--- src/rtl/clkpm_pkg.sv ---
package clkpm_pkg;

    localparam int CODE_W = 3;
    localparam int CNT_W  = 11;

    typedef logic [CODE_W-1:0] div_code_t;
    typedef logic [CNT_W-1:0]  div_cnt_t;

    typedef struct packed {
        div_code_t div;
        logic      auto_en;
        logic      pd;
    } clk_ctl_t;

    // log2 of the strobe period for a code; the two slowest codes skip ahead
    function automatic int unsigned code_shift(div_code_t c);
        return (c >= div_code_t'(6)) ? (int'(c) + 4) : int'(c);
    endfunction

    function automatic div_cnt_t period_last(div_code_t c);
        return div_cnt_t'((32'd1 << code_shift(c)) - 32'd1);
    endfunction

endpackage

--- src/rtl/clkpm_regs.sv ---
module clkpm_regs
    import clkpm_pkg::*;
(
    input  logic      clk,
    input  logic      rst,
    input  logic      ext_rst_req,
    input  logic      lvd_rst_req,
    input  logic      dbg_rst_req,
    input  logic      wdt_rst_req,
    input  logic      cfg_we,
    input  div_code_t cfg_div,
    input  logic      cfg_auto,
    input  logic      pd_set,
    input  logic      irq,
    output clk_ctl_t  ctl_o,
    output logic      clr_o
);

    clk_ctl_t ctl_q;
    logic     wake_src;

    assign wake_src = ext_rst_req | lvd_rst_req | dbg_rst_req;
    // the watchdog cannot reach this block while its clock is stopped
    assign clr_o    = rst | wake_src | (wdt_rst_req & ~ctl_q.pd);
    assign ctl_o    = ctl_q;

    always_ff @(posedge clk) begin
        if (clr_o) begin
            ctl_q <= '0;
        end else if (!ctl_q.pd) begin
            if (pd_set) begin
                ctl_q.pd <= 1'b1;
            end
            if (cfg_we) begin
                ctl_q.div     <= cfg_div;
                ctl_q.auto_en <= cfg_auto;
            end
            if (irq && ctl_q.auto_en) begin
                ctl_q.div <= '0;
            end
        end
    end

    AST_PD_STICKY: assert property (@(posedge clk) disable iff (rst)
        (ctl_q.pd && !wake_src) |=> ctl_q.pd);
    AST_PD_FROZEN: assert property (@(posedge clk) disable iff (rst)
        (ctl_q.pd && !wake_src) |=> ($stable(ctl_q.div) && $stable(ctl_q.auto_en)));
    AST_WAKE_CLEAR: assert property (@(posedge clk) disable iff (rst)
        wake_src |=> (!ctl_q.pd && ctl_q.div == '0 && !ctl_q.auto_en));
    AST_AUTO_RESTORE: assert property (@(posedge clk) disable iff (clr_o)
        (irq && ctl_q.auto_en && !ctl_q.pd) |=> (ctl_q.div == '0));

endmodule

--- src/rtl/clkpm_divider.sv ---
module clkpm_divider
    import clkpm_pkg::*;
(
    input  logic      clk,
    input  logic      clr,
    input  logic      halt,
    input  div_code_t sel,
    output logic      ce_o,
    output div_code_t act_o
);

    div_cnt_t  cnt_q;
    div_code_t act_q;
    logic      wrap;

    assign wrap  = (cnt_q == '0);
    assign ce_o  = ~halt & wrap;
    assign act_o = act_q;

    always_ff @(posedge clk) begin
        if (clr) begin
            cnt_q <= '0;
            act_q <= '0;
        end else if (!halt) begin
            if (wrap) begin
                cnt_q <= period_last(sel);
                act_q <= sel;
            end else begin
                cnt_q <= cnt_q - div_cnt_t'(1);
            end
        end
    end

    AST_FULL_RATE: assert property (@(posedge clk) disable iff (clr)
        (ce_o && sel == '0) |=> (ce_o || halt));
    AST_NO_RUNT: assert property (@(posedge clk) disable iff (clr)
        !ce_o |=> $stable(act_q));
    AST_HALT_HOLDS: assert property (@(posedge clk) disable iff (clr)
        halt |=> $stable(cnt_q));

endmodule

--- src/rtl/clkpm_gate.sv ---
module clkpm_gate (
    input  logic cpu_tick,
    input  logic halt,
    output logic cpu_ce,
    output logic wdt_ce,
    output logic periph_ce,
    output logic usb_ce,
    output logic osc_run
);

    assign cpu_ce    = cpu_tick & ~halt;
    assign wdt_ce    = cpu_tick & ~halt;
    assign periph_ce = ~halt;
    assign usb_ce    = ~halt;
    assign osc_run   = ~halt;

endmodule

--- src/rtl/mcu_clkpm.sv ---
module mcu_clkpm
    import clkpm_pkg::*;
(
    input  logic              clk,
    input  logic              rst,
    input  logic              ext_rst_req,
    input  logic              lvd_rst_req,
    input  logic              dbg_rst_req,
    input  logic              wdt_rst_req,
    input  logic              cfg_we,
    input  logic [CODE_W-1:0] cfg_div,
    input  logic              cfg_auto,
    input  logic              pd_set,
    input  logic              irq,
    output logic              cpu_ce,
    output logic              wdt_ce,
    output logic              periph_ce,
    output logic              usb_ce,
    output logic              osc_run,
    output logic              pd_active,
    output logic [CODE_W-1:0] div_sel,
    output logic [CODE_W-1:0] div_act,
    output logic              auto_en
);

    clk_ctl_t  ctl;
    logic      clr;
    logic      tick;
    div_code_t act;

    clkpm_regs u_regs (
        .clk         (clk),
        .rst         (rst),
        .ext_rst_req (ext_rst_req),
        .lvd_rst_req (lvd_rst_req),
        .dbg_rst_req (dbg_rst_req),
        .wdt_rst_req (wdt_rst_req),
        .cfg_we      (cfg_we),
        .cfg_div     (cfg_div),
        .cfg_auto    (cfg_auto),
        .pd_set      (pd_set),
        .irq         (irq),
        .ctl_o       (ctl),
        .clr_o       (clr)
    );

    clkpm_divider u_div (
        .clk   (clk),
        .clr   (clr),
        .halt  (ctl.pd),
        .sel   (ctl.div),
        .ce_o  (tick),
        .act_o (act)
    );

    clkpm_gate u_gate (
        .cpu_tick  (tick),
        .halt      (ctl.pd),
        .cpu_ce    (cpu_ce),
        .wdt_ce    (wdt_ce),
        .periph_ce (periph_ce),
        .usb_ce    (usb_ce),
        .osc_run   (osc_run)
    );

    assign pd_active = ctl.pd;
    assign div_sel   = ctl.div;
    assign div_act   = act;
    assign auto_en   = ctl.auto_en;

    AST_PD_QUIET: assert property (@(posedge clk) disable iff (rst)
        pd_active |-> (!cpu_ce && !wdt_ce && !periph_ce && !usb_ce && !osc_run));
    AST_WDT_TRACKS: assert property (@(posedge clk) disable iff (rst)
        wdt_ce == cpu_ce);
    AST_PERIPH_FULL: assert property (@(posedge clk) disable iff (rst)
        !pd_active |-> (periph_ce && usb_ce));
    AST_PD_ENTRY: assert property (@(posedge clk) disable iff (clr)
        (pd_set && !pd_active) |=> pd_active);

endmodule

--- config.mk ---
export PLATFORM = sky130hd
export DESIGN_NAME = mcu_clkpm
export DESIGN_NICKNAME = d
export VERILOG_FILES = /design/src/rtl/clkpm_pkg.sv /design/src/rtl/clkpm_regs.sv /design/src/rtl/clkpm_divider.sv /design/src/rtl/clkpm_gate.sv /design/src/rtl/mcu_clkpm.sv
export SDC_FILE = /design/constraint.sdc
export NUM_CORES = 1
export LEC_CHECK = 0
export BUFFER_PORTS_ARGS = -buffer_cell sky130_fd_sc_hd__buf_2
export CAP_MARGIN = 20
export CORE_AREA = 3 3 58 60
export CTS_BUF_LIST = sky130_fd_sc_hd__clkbuf_4 sky130_fd_sc_hd__clkbuf_8 sky130_fd_sc_hd__clkbuf_16
export CTS_CLUSTER_DIAMETER = 120
export DETAILED_ROUTE_END_ITERATION = 16
export DIE_AREA = 0 0 61 63
export PLACE_DENSITY_LB_ADDON = 0.12
export SETUP_SLACK_MARGIN = 0.1
export SYNTH_ARGS = -nofsm -noshare
export SYNTH_HDL_FRONTEND = slang
export SYNTH_SLANG_ARGS = --single-unit
--- constraint.sdc ---
create_clock -name clk -period 3.6 [get_ports clk]
set_input_delay 0.36 -clock clk [delete_from_list [all_inputs] [get_ports clk]]
set_output_delay 0.36 -clock clk [all_outputs]
set_load 0.01 [all_outputs]
# Word-level counts from Yosys, hierarchy flattened
# Cells that the tools add are included.
# word_totals
ram_bits,0
input_bits,13
rom_bits,0
mem_count,0
out_inout_bits,13
latchBits,0
word_cells,30
reg_bits,19
# classes
n_bitwise,8
n_addsub,3
shifts,1
muxes,6
n_eq_ne,0
reduce_logical,6
div,0
n_mul,0
n_lt_le_gt_ge,1
# op_table
cell,count
$shl 1x32->11 const A,1
$sub 11x1->11 const B,2
$logic_not 11->1,1
$mux 11,1
$mux 4,2
$reduce_and 2->1,3
$add 3x3->4 const B,1
$or 1x1->1,4
$and 1x1->1,3
$ge 3x3->1 const B,1
$mux 3,1
$mux 1,2
$reduce_bool 2->1,1
$logic_and 1x1->1,1
$not 1->1,1

# Depth between registers and ports, before layout
# Gate-level depths: netlist of the first run.
# depth
word_depth,5
depth_mapped,11
mapped_depth_nobuf,9

# Cells and area by module
# From an unflattened synthesis of the first run, not the netlist that was laid out.
# unflattened
cells_unflattened,129
area_unflattened_um2,1058.5
# by_module_without_submodules
module,area_each_um2,seq_area_each_um2,cells_each,instances
clkpm_divider,817.0,280.3,100,1
clkpm_regs,209.0,100.1,24,1
clkpm_gate,32.5,0.0,5,1

# Worst setup path after synthesis of the first run
# OpenSTA, ideal clock, no wires.
# synth_path
path_kind,reg-to-reg
start,register u_div.cnt_q[6]
end,register u_div.cnt_q[10]
setup_ps,130
required_ps,3470
path_stages_with_launch,11
slack_ps,916
period_less_slack_ps,2684
n_path_buf,1
t_arrival_ps,2555
cell_sequence,dfxtp_1 -> or4_1 -> buf_2 -> or4_4 -> nor4_1 -> nor2_1 -> ha_1 -> nor3b_1 -> and2_1 -> o2111ai_1 -> a31oi_1
# synth_via
elab_chain_cells,2
elab_cells_between_ends,3
classes_between,add/sub: 1; mux: 1; reduce/logical: 1
# synth_lines
item,line,text
"start, declared",clkpm_divider.sv:12,div_cnt_t cnt_q;
"start signal, assigned",clkpm_divider.sv:26,cnt_q <= period_last(sel);
"start signal, assigned",clkpm_divider.sv:29,cnt_q <= cnt_q - div_cnt_t'(1);
$sub 11x1->11 / $logic_not 11->1 (equally long branches),"clkpm_divider.sv:29, clkpm_divider.sv:16",
$mux 11 *,clkpm_divider.sv:25,if (wrap) begin
# Every way passes the cells marked *; elsewhere a longest branch is shown, timed or not.
# A chain may end at the register's enable or synchronous reset.

# Worst setup path in the final report of the first run
# layout_path
start,register u_div.cnt_q[5]
end,register u_div.cnt_q[8]
# The elaborated chain is that of the path after synthesis.

==> results.py, run 1 <==
metrics = {
    "sta": {
        "slew_headroom": 0.609,
        "fin_skew_ps": 12.4,
        "finalHoldViolCount": 0,
        "setup_viol_count_final": 0,
        "timing.fmax_mhz": 334,
        "rsz0062_at_grt": "no",
        "period_minus_slack_ps": 2990,
        "worst_slew_pin_slew_ps": 581,
        "fin_tns_setup_ps": 0,
        "holdWs_ps": 255,
        "period_share": 0.831,
        "finalWorstSetupSlack_ps": 608,
        "slew_violations": 0,
    },
    "global_route": {
        "grtUsageTotal": 0.171,
        "grt_pass1_vias": 1068,
        "met1_usage": 0.243,
        "grt_max_degree": 19,
        "antenna_found_initial": 0,
        "met3_usage": 0.0289,
        "grt_pass1_wl_um": 5100,
        "grt-ovfl-total": 0,
        "grt-busiest-layer": "met2",
        "grtUsageMet2": 0.257,
    },
    "layout": {
        "mostFrequentLayoutCells": "25 x buf_2, 19 x dfxtp_1, 18 x nor2_1",
        "fin_cells": 194,
        "nFillCells": 310,
        "final_common_cell": "buf_2",
        "num_antenna_cells": 0,
        "layout.area.seq_sq_um": 380,
        "drive_gt1_frac": 0.236,
        "syn2layout_area_growth_pct": 10.5,
        "num-nets-final": 176,
        "multi_input_area_sq_um": 703,
    },
    "die": {
        "row_count": 20,
        "dieArea_sq_um": 3840,
        "die_h_um": 63,
        "io_pins": 26,
        "start_util": 0.392,
        "placeableCoreArea_sq_um": 2980,
        "die_w_um": 61,
    },
    "worst_hold_path": {
        "hold_start": "pd_set",
        "hold_class": "input pin to flop",
        "hold_depth": 3,
    },
    "clocking": {
        "cts-htree-levels": 1,
        "hold_buffers": 0,
        "cts_max_path_buffers": 2,
        "cts_root_buffer": "clkbuf_4",
        "post_cts.repair.setup_buffers": 0,
        "cts.reportedPaths.clkPinSlew_ps": 120,
        "cts_tree": "done",
        "cts.sinks": 19,
        "cts-buffers-inserted": 3,
        "clkLatencyLatePin_ps": 310,
        "cts_resized": 0,
    },
    "critical_path": {
        "crit_top_cell": "a21oi_1",
        "crit_start": "u_div.cnt_q[5]",
        "crit_path_end_kind": "flop",
        "crit_path_max_fanout": 7,
        "arrival_ps": 3240,
        "crit_buf_inv": 0,
        "critPathMaxStageDelay_ps": 640,
        "r2r_start": "u_div.cnt_q[5]",
        "crit_required_ps": 3850,
        "cp-start-kind": "flop",
        "reg2regPathDepth": 9,
        "cp.depth": 9,
        "critical_path_class": "flop to flop",
        "crit_family": "simple AND/OR/NAND/NOR gates",
        "worstPathCellList": "or4_1 -> or4_4 -> nor2_1 -> a21oi_1 -> ha_1 -> nor3b_1 -> nand2_1 -> or4b_2 -> a21oi_1",
        "slowest_stage": "or4b_2",
    },
    "placed_design": {
        "post-place-ws_ps": 686,
        "place_inst": 190,
        "hpwl_um": 2160,
        "portBuffers": 25,
        "gp_congestion": 0.846,
    },
    "yosys": {
        "synth_flop_cell": "dfxtp_1",
        "syn_nets": 161,
        "post_synth_num_cell_types": 44,
        "syn_inst": 147,
        "synth.avg_cell_area_sq_um": 7.93,
        "ys.warnings.count": 0,
        "ys_async_sr_fraction": 0,
        "synth_edf_count": 0,
        "synthesis.area_sq_um": 1170,
        "yosysSeqAreaShare": 0.326,
        "synth-seq-cells": 19,
    },
    "power": {
        "peakVddDrop_v": 0.000169,
        "p_per_area_nw_per_um2": 272,
        "leakagePower_nw": 0.537,
        "finalPower_mw": 0.350,
    },
    "drt": {
        "ant_nets": 0,
        "vias_per_cell": 5.98,
        "drt_iter0_drc": 81,
        "drc": 0,
        "num_vias": 1161,
        "wl_um": 2980,
        "drtPass1Iterations": 4,
        "wire_per_inst_um": 15.4,
    },
    "flow_run": {
        "max_cap_violations": 0,
    },
    "outcome": {
        "status": "completed",
    },
}
[report_power, final]
part | switching (mW) | internal (mW)
combinational | 0.0133 | 0.0130
clock | 0.0699 | 0.0415
sequential | 0.00164 | 0.211
[final timing paths]
kind,slack [ps],end
setup / recovery,610,u_div.cnt_q[8]
hold reg to reg,500,u_div.act_o[2]
setup reg to reg,610,u_div.cnt_q[8]
hold / removal,250,u_regs.ctl_o[0]
[metal layers]
metal | up-vias | wire length, um
li1 | 579 | -
met1 | 534 | 1400
met2 | 43 | 1350
met3 | 5 | 187
met4 | 0 | 44
met5 | - | 0
[layout make-up]
class / count / area share
multi-input cells: 110 / 0.546
clock buffers: 3 / 0.0175
repair buffers: 25 / 0.0971
clock inverters: 1 / 0.00388
flip-flops and latches: 19 / 0.295
inverters: 3 / 0.00874
well taps: 33 / 0.0320
[cell usage after synthesis, drive strengths merged (4+ instances only)]
library cell	number	area share
dfxtp	19	0.33
clkbuf	9	0.029
nor4	9	0.061
or4	6	0.042
nor2	18	0.058
a22oi	4	0.026
nand2	10	0.032
nand3	4	0.017
buf	6	0.032
mux2i	4	0.034
a21oi	8	0.034
o21ai	6	0.026
or3	4	0.023
[stage by stage]
step,cell area (sq um),utilization
global route,1290,0.433
finish,1290,0.433
floorplan,1170,-
detailed placement,1260,0.424
CTS,1290,0.433
global placement,1260,0.424
[flip-flops by register name, summed over array words and instances, names as in the netlist]
name	flops
u_regs.ctl_o	5
u_div.act_o	3
u_div.cnt_q	11
[tightest hold or removal path: stages]
cell and delay (ps):
buf_2 80, nor2_1 30, nor2_1 70
[cell families after synthesis]
group	share of synthesized area
compound gates	0.203
buf+inv	0.0708
fa+ha+maj	0.0107
xor+xnor	0.00751
mux	0.0343
flops	0.326
simple gates	0.348
(Power assumes the default switching activity.)
==> run 2: changes to the inputs <==
- clock period: 3.6 -> 2.8 ns (I/O delays scaled with it)
==> run 2 against run 1 <==
Compared with the run above: hold slack got worse by 91 ps; worst setup slack got worse by 420 ps; design area increased by 11%; clock-buffer cell count unchanged; non-clock buffer count increased by 16; clock skew decreased by 5.6 ps; sequential share of layout area decreased by 2.8 points; clock power increased by 32%; sequential power increased by 28%; via count increased by 7.5%; wire length increased by 9.9%; register-to-register slack got worse by 420 ps.
==> results.py, run 2 (synthesis results as in run 1) <==
metrics = {
    "layout": {
        "fin_area_sq_um": 1430,
        "num_antenna_cells": 0,
        "final_common_cell": "buf_2",
        "fin_cells": 210,
        "mostFrequentLayoutCells": "25 x buf_2, 18 x nor2_1, 18 x dfxtp_1",
        "top_register": "u_div.cnt_q",
        "syn2layout_area_growth_pct": 22.6,
        "drive_gt1_frac": 0.322,
        "largest_reg_flops": 11,
        "final_util": 0.480,
        "num-nets-final": 192,
    },
    "die": {
        "io_pins": 26,
        "start_util": 0.392,
        "die_w_um": 61,
        "placeableCoreArea_sq_um": 2980,
        "dieArea_sq_um": 3840,
        "row_count": 20,
        "die_h_um": 63,
    },
    "outcome": {
        "status": "completed",
    },
    "sta": {
        "holdWs_ps": 164,
        "finalWorstSetupSlack_ps": 186,
        "slew_headroom": 0.571,
        "rsz0062_at_grt": "yes",
        "period_share": 0.934,
        "fin_skew_ps": 6.82,
        "fin_tns_setup_ps": 0,
        "worst_slew_pin_slew_ps": 638,
        "timing.fmax_mhz": 382,
        "setup_viol_count_final": 0,
        "slew_violations": 0,
        "period_minus_slack_ps": 2610,
        "finalHoldViolCount": 0,
    },
    "placed_design": {
        "placed_area_sq_um": 1370,
        "post-place-ws_ps": 102,
        "portBuffers": 25,
        "gp_congestion": 0.967,
        "place_inst": 205,
        "hpwl_um": 2420,
    },
    "critical_path": {
        "critical_path_class": "flop to flop",
        "rrSetupSlack_ps": 190,
        "arrival_ps": 2800,
        "cp-start-kind": "flop",
        "crit_path_max_fanout": 7,
        "crit_path_end_kind": "flop",
        "crit_required_ps": 2980,
    },
    "global_route": {
        "antenna_found_initial": 0,
        "grt_pass1_wl_um": 5570,
        "grt_pass1_vias": 1192,
        "grt_max_degree": 19,
        "grt-ovfl-total": 0,
        "grtUsageTotal": 0.188,
    },
    "power": {
        "finalPower_mw": 0.458,
        "leakagePower_nw": 0.637,
        "peakVddDrop_v": 0.000159,
        "p_per_area_nw_per_um2": 320,
    },
    "clocking": {
        "cts_tree": "done",
        "cts_max_path_buffers": 2,
        "cts-buffers-inserted": 3,
        "hold_buffers": 0,
        "cts.sinks": 19,
        "clkLatencyLatePin_ps": 310,
        "cts_root_buffer": "clkbuf_4",
        "cts-htree-levels": 1,
        "cts.reportedPaths.clkPinSlew_ps": 120,
    },
    "worst_hold_path": {
        "hold_class": "input pin to flop",
    },
    "drt": {
        "drc": 0,
        "wl_um": 3280,
        "drt_iter0_drc": 48,
        "wire_per_inst_um": 15.6,
        "num_vias": 1248,
        "ant_nets": 0,
        "vias_per_cell": 5.94,
        "drtPass1Iterations": 4,
    },
    "flow_run": {
        "max_cap_violations": 0,
    },
}
## run 2: worst paths after layout
path	from	to	depth (start not counted)
setup / recovery	u_div.cnt_q[7]	u_div.cnt_q[10]	9
hold / removal	pd_set	u_regs.ctl_o[0]	3
setup reg to reg	u_div.cnt_q[7]	u_div.cnt_q[10]	9
hold reg to reg	u_regs.ctl_o[1]	u_regs.ctl_o[1]	2
## run 2: what timing repair did
action | CTS | global route
buffers inserted | 0 | 1
gates cloned | 0 | 0
setup endpoints to repair | 1 | 4
gates resized for setup | 1 | 3
## run 2: layer usage
layer | vias up | part of all wire | GRT usage
met2 | 49 | 0.47 | 0.290
met3 | 6 | 0.079 | 0.0269
li1 | 604 | - | -
met4 | 0 | 0.012 | 0.0623
met1 | 589 | 0.44 | 0.264
met5 | - | 0 | 0
## run 2: final cells by class
cell class                 count  area [sq um]
tap                           33          41.3
clock inverter                 1          5.00
clock buffer                   3          22.5
sequential                    19           382
inverter                       3          11.3
timing repair buffer          41           245
multi-input combinational    110           723
fill                         301          1550
## run 2: where the power goes
part,switching (mW),internal [mW],leakage [nW]
clock,0.0941,0.0533,0.0177
combinational,0.0195,0.0189,0.466
sequential,0.00109,0.271,0.154
## run 2: critical path, stage by stage, from the launching register on
cell and delay [ps]:
dfxtp_2 370, or4_1 530, or4_4 570, nor2_1 130
a21oi_1 100, ha_1 210, nor3b_2 190, and2_1 180
o2111ai_1 100, a31oi_1 110
==> run 3: changes to the inputs <==
- CORE_AREA: 3 3 58 60 -> 3 3 50 52
- DIE_AREA: 0 0 61 63 -> 0 0 53 55
- SYNTH_HIERARCHICAL: default -> 1
==> run 3 against run 2 <==
Compared with the run above: largest cell class unchanged; first-iteration DRC count decreased by 35%; clock skew grew 7.3 ps; critical path depth is 3 lower; wire length fell by 18%; critical path type is now flop to primary output; highest routed layer unchanged.
==> results.py, run 3 <==
metrics = {
    "yosys": {
        "post_synth_num_cell_types": 33,
        "synth.area.top_cells": "dfxtp_1 36%, nor2_1 6.0%, a21oi_1 5.7%",
        "synth.largest_area_cell": "dfxtp_1",
        "synth_top_area_frac": 0.359,
        "synthesis.area_sq_um": 1060,
        "synth-seq-cells": 19,
        "synth_flop_cell": "dfxtp_1",
        "syn_nets": 143,
        "syn_inst": 129,
        "yosysSeqAreaShare": 0.359,
        "yosysMostFrequentCell": "dfxtp_1",
        "synth.avg_cell_area_sq_um": 8.21,
        "synth_edf_count": 0,
        "ys_async_sr_fraction": 0,
        "ys.warnings.count": 6,
        "yosys-top-cells-count": "19 x dfxtp_1, 17 x nor2_1, 12 x a21oi_1, 7 x o21ai_0, 7 x or3_1",
    },
    "sta": {
        "slew_headroom": 0.475,
        "slew_violations": 0,
        "period_minus_slack_ps": 2550,
        "timing.fmax_mhz": 393,
        "fin_skew_ps": 14.1,
        "fin_tns_setup_ps": 0,
        "finalHoldViolCount": 0,
        "setup_viol_count_final": 0,
        "worst_slew_pin_slew_ps": 787,
        "period_share": 0.909,
        "rsz0062_at_grt": "no",
    },
    "layout": {
        "final_util": 0.588,
        "drive_gt1_frac": 0.323,
        "largest_reg_flops": 11,
        "top_register": "u_div/cnt_q",
        "syn2layout_area_growth_pct": 19.3,
        "mostFrequentLayoutCells": "25 x buf_2, 17 x nor2_1, 14 x dfxtp_1",
        "final_common_cell": "buf_2",
        "nFillCells": 205,
        "num_antenna_cells": 0,
        "num-nets-final": 170,
    },
    "drt": {
        "drt_iter0_drc": 31,
        "wire_per_inst_um": 14.7,
        "drtPass1Iterations": 4,
        "ant_nets": 0,
        "num_vias": 1061,
        "drc": 0,
        "vias_per_cell": 5.80,
        "wl_um": 2680,
    },
    "critical_path": {
        "critical_path_class": "flop to primary output",
        "arrival_ps": 2270,
        "cp-start-kind": "flop",
        "crit_path_max_fanout": 5,
        "crit_required_ps": 2520,
        "crit_path_end_kind": "primary output",
    },
    "power": {
        "power.internal_mw": 0.341,
        "pwr-share-comb": 0.073,
        "p_sw_mw": 0.108,
        "leakagePower_nw": 0.479,
        "netSwitchingFraction": 0.240,
        "pwr-share-clk": 0.322,
        "p_seq_frac": 0.605,
        "p_per_area_nw_per_um2": 356,
        "peakVddDrop_v": 0.000354,
    },
    "clocking": {
        "cts-buffers-inserted": 3,
        "cts_root_buffer": "clkbuf_4",
        "cts_max_path_buffers": 2,
        "clkLatencyLatePin_ps": 310,
        "hold_buffers": 0,
        "cts-htree-levels": 1,
        "cts.reportedPaths.clkPinSlew_ps": 120,
        "cts.sinks": 19,
        "cts_tree": "done",
    },
    "flow_run": {
        "max_cap_violations": 0,
    },
    "worst_hold_path": {
        "hold_class": "input pin to flop",
    },
    "placed_design": {
        "gp_congestion": 0.853,
        "hpwl_um": 1820,
        "portBuffers": 25,
    },
    "global_route": {
        "antenna_found_initial": 0,
        "grtUsageMet2": 0.339,
        "grt_pass1_vias": 965,
        "met1_usage": 0.229,
        "grt-ovfl-total": 0,
        "grt_pass1_wl_um": 4190,
        "grt_max_degree": 26,
        "grt-busiest-layer": "met2",
        "grtUsageTotal": 0.195,
        "met3_usage": 0.0643,
    },
    "die": {
        "dieArea_sq_um": 2920,
        "start_util": 0.493,
        "placeableCoreArea_sq_um": 2150,
        "die_w_um": 53,
        "row_count": 17,
        "io_pins": 26,
        "die_h_um": 55,
    },
    "outcome": {
        "status": "completed",
    },
}
-- run 3: logic make-up after synthesis --
| group | synth area share |
|---|---|
| muxes | 0.0473 |
| buffers and inverters | 0.0544 |
| adders and majority gates | 0.0118 |
| AOI/OAI and AO/OA | 0.194 |
| DFF | 0.359 |
| and+or+nand+nor | 0.333 |
-- run 3: final cells by class --
type,instances,area [sq um],share of cell area
Clock buffer,3,22.5,0.0178
Clock inverter,1,7.51,0.00595
Multi-Input combinational cell,98,641,0.507
Inverter,6,22.5,0.0178
Sequential cell,19,387,0.306
Timing Repair Buffer,28,148,0.117
Tap cell,28,35.0,0.0278
-- run 3: worst max-delay path: stages (launching register included) --
cell	delay, ps
dfxtp_1	360
or4_1	630
nor3_1	350
nand3b_1	250
inv_1	90
nor2b_1	150
buf_2	150
-- run 3: final timing paths --
| kind | startpoint | cells after the start | end | slack, ps |
|---|---|---|---|---|
| setup / recovery | u_div/cnt_q[6] | 6 | wdt_ce | 250 |
| hold / removal | pd_set | 3 | u_regs/ctl_o[0] | 170 |
| setup reg to reg | u_div/cnt_q[8] | 9 | u_div/cnt_q[6] | 320 |
| hold reg to reg | u_div/act_o[2] | 2 | u_div/act_o[2] | 510 |
-- run 3: metal layers --
layer	part of all wire	up-vias
met3	0.045	4
met5	0	-
met2	0.52	27
met4	0.013	0
li1	-	533
met1	0.43	497
-- run 3: power groups by stage --
stage / Sequential, mW / Combinational, mW / Clock, mW
2_1_floorplan: 0.278 / 0.0181 / 0
3_3_place_gp: 0.278 / 0.0309 / 0
3_5_place_dp: 0.278 / 0.0317 / 0
4_1_cts: 0.272 / 0.0319 / 0.152
5_1_grt: 0.272 / 0.0365 / 0.163
6_report: 0.272 / 0.0327 / 0.145
-- run 3: stage by stage --
step	worst slack (ps)	hold WS (ps)	power, mW	cell area (sq um)	std cells
6_report	254	166	0.449	1260	183
5_1_grt	105	160	0.472	1260	183
4_1_cts	205	158	0.456	1240	183
3_5_place_dp	226	486	0.309	1210	179
3_3_place_gp	369	469	0.309	1210	179
2_1_floorplan	497	396	0.296	1060	129
-- run 3: timing repair --
action,4_1_cts,5_1_grt
resized for setup,0,9
buffers inserted,0,0
setup endpoints to repair,0,4
